[config.mk]
export PLATFORM = sky130hd
export DESIGN_NAME = supply_reset_gen
export DESIGN_NICKNAME = d
export VERILOG_FILES = /design/src/rtl/rstgen_pkg.sv /design/src/rtl/rg_sync.sv /design/src/rtl/rg_stretch_timer.sv /design/src/rtl/rg_ctrl_fsm.sv /design/src/rtl/supply_reset_gen.sv
export SDC_FILE = /design/constraint.sdc
export NUM_CORES = 1
export LEC_CHECK = 0
export ABC_AREA = 1
export BUFFER_PORTS_ARGS = -buffer_cell sky130_fd_sc_hd__buf_2
export CAP_MARGIN = 10
export CORE_MARGIN = 2
export CORE_UTILIZATION = 45
export CTS_CLUSTER_DIAMETER = 200
export DETAILED_ROUTE_END_ITERATION = 10
export HOLD_SLACK_MARGIN = 0.08
export PLACE_DENSITY = 0.6
export SYNTH_ARGS = -nofsm -noshare
export SYNTH_HDL_FRONTEND = slang
export SYNTH_SLANG_ARGS = --single-unit
[constraint.sdc]
create_clock -name clk -period 2 [get_ports clk]
set_input_delay 0.6 -clock clk [delete_from_list [all_inputs] [get_ports clk]]
set_output_delay 0.6 -clock clk [all_outputs]
set_load 0.02 [all_outputs]
[src/rtl/rstgen_pkg.sv]
package rstgen_pkg;

    // Control states of the reset generator
    typedef enum logic [1:0] {
        ST_HOLD    = 2'd0,   // a fault source is active
        ST_STRETCH = 2'd1,   // faults gone, stretch count running
        ST_RUN     = 2'd2    // reset released
    } rg_state_t;

    // Counter width able to hold values up to n-1 (at least one bit)
    function automatic int unsigned cnt_width(input int unsigned n);
        return (n > 1) ? $clog2(n) : 1;
    endfunction

endpackage

[src/rtl/rg_sync.sv]
module rg_sync #(
    parameter int unsigned STAGES    = 2,
    parameter logic        RESET_VAL = 1'b1
) (
    input  logic clk,
    input  logic arst_n,
    input  logic d,
    output logic q
);
    localparam int unsigned LAST = STAGES - 1;

    logic [STAGES-1:0] chain_q;

    generate
        for (genvar i = 0; i < STAGES; i++) begin : g_stage
            if (i == 0) begin : g_first
                always_ff @(posedge clk or negedge arst_n) begin
                    if (!arst_n) chain_q[i] <= RESET_VAL;
                    else         chain_q[i] <= d;
                end
            end else begin : g_next
                always_ff @(posedge clk or negedge arst_n) begin
                    if (!arst_n) chain_q[i] <= RESET_VAL;
                    else         chain_q[i] <= chain_q[i-1];
                end
            end
        end
    endgenerate

    assign q = chain_q[LAST];
endmodule

[src/rtl/rg_stretch_timer.sv]
module rg_stretch_timer
    import rstgen_pkg::*;
#(
    parameter int unsigned CYCLES = 16
) (
    input  logic clk,
    input  logic arst_n,
    input  logic load,
    input  logic tick,
    output logic done
);
    localparam int unsigned CW = cnt_width(CYCLES);
    localparam logic [CW-1:0] TOP = CW'(CYCLES - 1);

    logic [CW-1:0] cnt_q;

    // Power-on leaves a full stretch loaded
    always_ff @(posedge clk or negedge arst_n) begin
        if (!arst_n) begin
            cnt_q <= TOP;
        end else if (load) begin
            cnt_q <= TOP;
        end else if (tick && (cnt_q != '0)) begin
            cnt_q <= cnt_q - 1'b1;
        end
    end

    assign done = (cnt_q == '0);
endmodule

[src/rtl/rg_ctrl_fsm.sv]
module rg_ctrl_fsm
    import rstgen_pkg::*;
(
    input  logic clk,
    input  logic arst_n,
    input  logic fault,
    input  logic done,
    output logic load,
    output logic tick,
    output logic rst_hi,
    output logic rst_lo,
    output logic busy
);
    rg_state_t state_q;
    rg_state_t state_d;
    logic      rst_hi_q;
    logic      rst_lo_q;

    // Next-state logic
    always_comb begin
        state_d = state_q;
        if (fault) begin
            state_d = ST_HOLD;                  // FAULT_SEEN
        end else begin
            unique case (state_q)
                ST_HOLD:    state_d = ST_STRETCH;  // QUIET
                ST_STRETCH: state_d = done ? ST_RUN : ST_STRETCH; // EXPIRE / COUNT
                ST_RUN:     state_d = ST_RUN;
                default:    state_d = ST_HOLD;
            endcase
        end
    end

    // State register
    always_ff @(posedge clk or negedge arst_n) begin
        if (!arst_n) state_q <= ST_STRETCH;
        else         state_q <= state_d;
    end

    // Output registers, one per polarity, follow the next state
    always_ff @(posedge clk or negedge arst_n) begin
        if (!arst_n) begin
            rst_hi_q <= 1'b1;
            rst_lo_q <= 1'b0;
        end else begin
            rst_hi_q <= (state_d != ST_RUN);
            rst_lo_q <= (state_d == ST_RUN);
        end
    end

    // Counter held at full length while faulted or on the QUIET transition
    assign load   = fault || (state_q == ST_HOLD);
    assign tick   = (state_q == ST_STRETCH);
    assign rst_hi = rst_hi_q;
    assign rst_lo = rst_lo_q;
    assign busy   = (state_q != ST_RUN);
endmodule

[src/rtl/supply_reset_gen.sv]
module supply_reset_gen
    import rstgen_pkg::*;
#(
    parameter int unsigned STRETCH_CYCLES = 50_000_000,
    parameter int unsigned SYNC_STAGES    = 2
) (
    input  logic clk,
    input  logic pwron_n,
    input  logic supply_low,
    input  logic man_rst_n,
    output logic rst_out_n,
    output logic rst_out,
    output logic rst_busy
);
    logic mr_n_s;
    logic mr_low_s;
    logic fault;
    logic load;
    logic tick;
    logic done;

    rg_sync #(
        .STAGES    (SYNC_STAGES),
        .RESET_VAL (1'b1)
    ) u_sync (
        .clk    (clk),
        .arst_n (pwron_n),
        .d      (man_rst_n),
        .q      (mr_n_s)
    );

    assign mr_low_s = !mr_n_s;
    assign fault    = supply_low || mr_low_s;

    rg_stretch_timer #(
        .CYCLES (STRETCH_CYCLES)
    ) u_timer (
        .clk    (clk),
        .arst_n (pwron_n),
        .load   (load),
        .tick   (tick),
        .done   (done)
    );

    rg_ctrl_fsm u_fsm (
        .clk    (clk),
        .arst_n (pwron_n),
        .fault  (fault),
        .done   (done),
        .load   (load),
        .tick   (tick),
        .rst_hi (rst_out),
        .rst_lo (rst_out_n),
        .busy   (rst_busy)
    );
endmodule

==> out/metrics.yaml <==
place:
  gp_congestion: 0.836
  port_buffers: 6
  hpwl_um: 3400
yosys:
  ys_top_cells_by_area: "dfstp_2 28%, nand2_1 21%, dfrtp_1 12%"
  yosysWarningCount: 0
  synth_simple_gate_area_share_pct: 47.8
  ys_seq_elements: 32
  synth.yosys.seq_area_share_pct: 40.1
  syn_inst: 297
  syn-num-nets: 302
  avgSynthCellArea_um2: 6.95
  netlist.area_leader.share_pct: 28.0
  synthXorXnorAreaFrac_pct: 2.12
  synth_top_family_by_area: "simple AND/OR/NAND/NOR gates"
  synthMuxAreaShare_pct: 0
  synth.distinct_cells: 26
  synth_compound_area_share_pct: 2.48
  syn-cell-area_mm2: 0.00206
  synth_adder_area_share_pct: 0.606
  synth_top_cell_by_area: "dfstp_2"
final_layout:
  final_cell_mix: "113 x nand2_1, 43 x nor2_1, 32 x nand3_1"
  layout_commonest_cell: "nand2_1"
  multi_input_area_mm2: 0.00109
  antennaDiodeCount: 0
  num-fill-cells: 409
  final_core_util_pct: 52.5
  seq_area_um2: 828
  drive_above_1_share_pct: 20.2
  syn_to_final_growth_pct: 11.5
  final_nets: 316
clock_network:
  clk_pin_slew_ps: 70
  clockBufferDepth: 2
  htreeDepth: 2
  cts_sinks: 32
  cts_tree: "built"
  clock_latency_ps: 280
  cts_buffers: 5
  cts_hold_buf: 0
  clock-root-buffer: "clkbuf_8"
  post_cts_buffers: 0
  cts_resized: 0
critical_path:
  reg2reg_slack_ps: 270
  crit_chain: "inv_1, ha_1, nand2_2, nor2_8, nand2_4, nor2_4, nor2_2, buf_4, nand4_1, nand2_1"
  end_kind: "flip-flop"
  crit_required_ps: 2220
  critical_path.max_fanout: 12
  crit_family: "simple AND/OR/NAND/NOR gates"
  critPathKind: "reg -> reg"
  rr_worst_depth: 10
  cp-startpoint: "u_timer.cnt_q[0]"
  worst-path-buf-inv: 2
  cp_data_arrival_time_ps: 1950
  slowest_stage: "dfstp_2"
  r2r-start: "u_timer.cnt_q[0]"
  r2r-end: "u_timer.cnt_q[10]"
  max_stage_delay_ps: 530
  cp-start-kind: "flip-flop"
route:
  dr.pass1.iters: 6
  vias: 1845
  first_iter_violations: 154
  wl_per_cell_um: 12.7
  wl_um: 4630
  viasPerCell: 5.07
  drcViolationCount: 0
  antenna_left: 0
power:
  switching_share_pct: 23.3
  power.leakage_nw: 1.20
  internal_power_w: 0.00108
  switching_power_w: 0.000327
  comb_power_share_pct: 6.7
  clkPwrFrac_pct: 43.9
  power_density_mw_per_mm2: 611
  seqPwrFrac_pct: 49.4
  ir_worst_vdd_mv: 0.343
sta:
  tns_ps: 0
  setup_viol: 0
  clock_skew_ps: 6.63
  rsz0062_at_grt: "false"
  fin_crit_sh_pct: 86.4
  fmax_mhz: 578
  slew_headroom_pct: 68.3
  finalMaxSlewViolations: 0
  final_hold_viol_count: 0
  period_minus_slack_ps: 1730
  worstMarginPinSlew_ps: 475
grt:
  grt_usage_pct: 20.8
  grt_pass1_wl_um: 8390
  antenna_found_initial: 0
  grt_start_max_net_pins: 25
  overflow: 0
  grt_pass1_vias: 1820
floorplan:
  initial_core_util_pct: 47.1
  core_mm2: 0.00438
  fp.dieArea_mm2: 0.00515
  row_count: 24
  die_w_um: 71.7
  fp.dieH_um: 71.7
  io_pins: 7
worst_hold_path:
  hp-class: "in -> async"
outcome:
  outcome: "completed"
run:
  drv_cap: 0
-- cell type report --
type	instances	area share, %
timing repair buffer	14	5.00
tap	52	2.83
sequential	32	36.0
clock buffer	6	3.15
inverter	24	3.92
clock inverter	2	1.52
multi-input combinational	234	47.6
-- worst reg2reg max path, stage by stage (launching register included) --
cell and delay, ps:
dfstp_2 530, inv_1 60, ha_1 210, nand2_2 140
nor2_8 70, nand2_4 80, nor2_4 40, nor2_2 140
buf_4 220, nand4_1 100, nand2_1 70
-- cell usage after synthesis --
master,instances
buf_2,2
o21ai_4,1
o21ai_0,1
buf_1,1
inv_2,1
clkbuf_1,1
nand2_2,4
buf_6,3
a21oi_1,3
nand3b_1,1
ha_1,1
nand4_1,13
or2_1,1
dfstp_2,22
nor2_4,3
xor2_1,5
nand2_1,113
nor2_8,1
nor2_1,43
dfrtp_1,10
nand3_1,32
inv_1,23
nand2_4,1
a21o_1,2
nor2_2,3
or2_2,6
-- cells by family after synthesis --
logic type / after synthesis
and+or+nand+nor: 221
xor gates and xnor gates: 5
AOI/OAI and AO/OA: 7
adders and majority gates: 1
DFF: 32
buffers and inverters: 31
-- sequential cells by signal (all words and copies together) (netlist names) --
name	flops
u_fsm.rst_hi	1
u_fsm.rst_lo	1
u_fsm.state_q	2
u_sync.chain_q	1
u_sync.q	1
u_timer.cnt_q	26
-- worst max-delay path by stage --
stage	cells after the start	slack [ps]	to
after floorplan	11	210	u_timer.cnt_q[10]
after global placement	9	290	u_timer.cnt_q[4]
after detailed placement	9	250	u_timer.cnt_q[19]
after CTS	9	240	u_timer.cnt_q[19]
after global routing	8	70	u_timer.cnt_q[19]
final	10	270	u_timer.cnt_q[10]
-- per-layer routing --
metal	up-vias	part of all wire [%]	global-route usage [%]
li1	968	-	-
met1	844	53	28.5
met2	25	43	32.9
met3	8	2.7	3.52
met4	0	1.8	7.97
met5	-	0	0
-- stage by stage --
stage	instance area [um2]	hold slack [ps]	power [W]	cells	setup slack [ps]
6_report	2300	263	0.00141	364	271
3_3_place_gp	2190	346	0.000800	356	294
4_1_cts	2300	277	0.00143	364	243
2_1_floorplan	2060	304	0.000760	297	206
5_1_grt	2300	310	0.00146	364	71.9
3_5_place_dp	2190	350	0.000802	356	254
-- power by group through the flow --
stage | sequential [W] | combinational, W | clock (W)
2_1_floorplan | 0.000701 | 0.0000589 | 0
3_3_place_gp | 0.000705 | 0.0000955 | 0
3_5_place_dp | 0.000705 | 0.0000968 | 0
4_1_cts | 0.000694 | 0.0000969 | 0.000635
5_1_grt | 0.000698 | 0.000109 | 0.000653
6_report | 0.000694 | 0.0000948 | 0.000616
(Power assumes the default switching activity.)
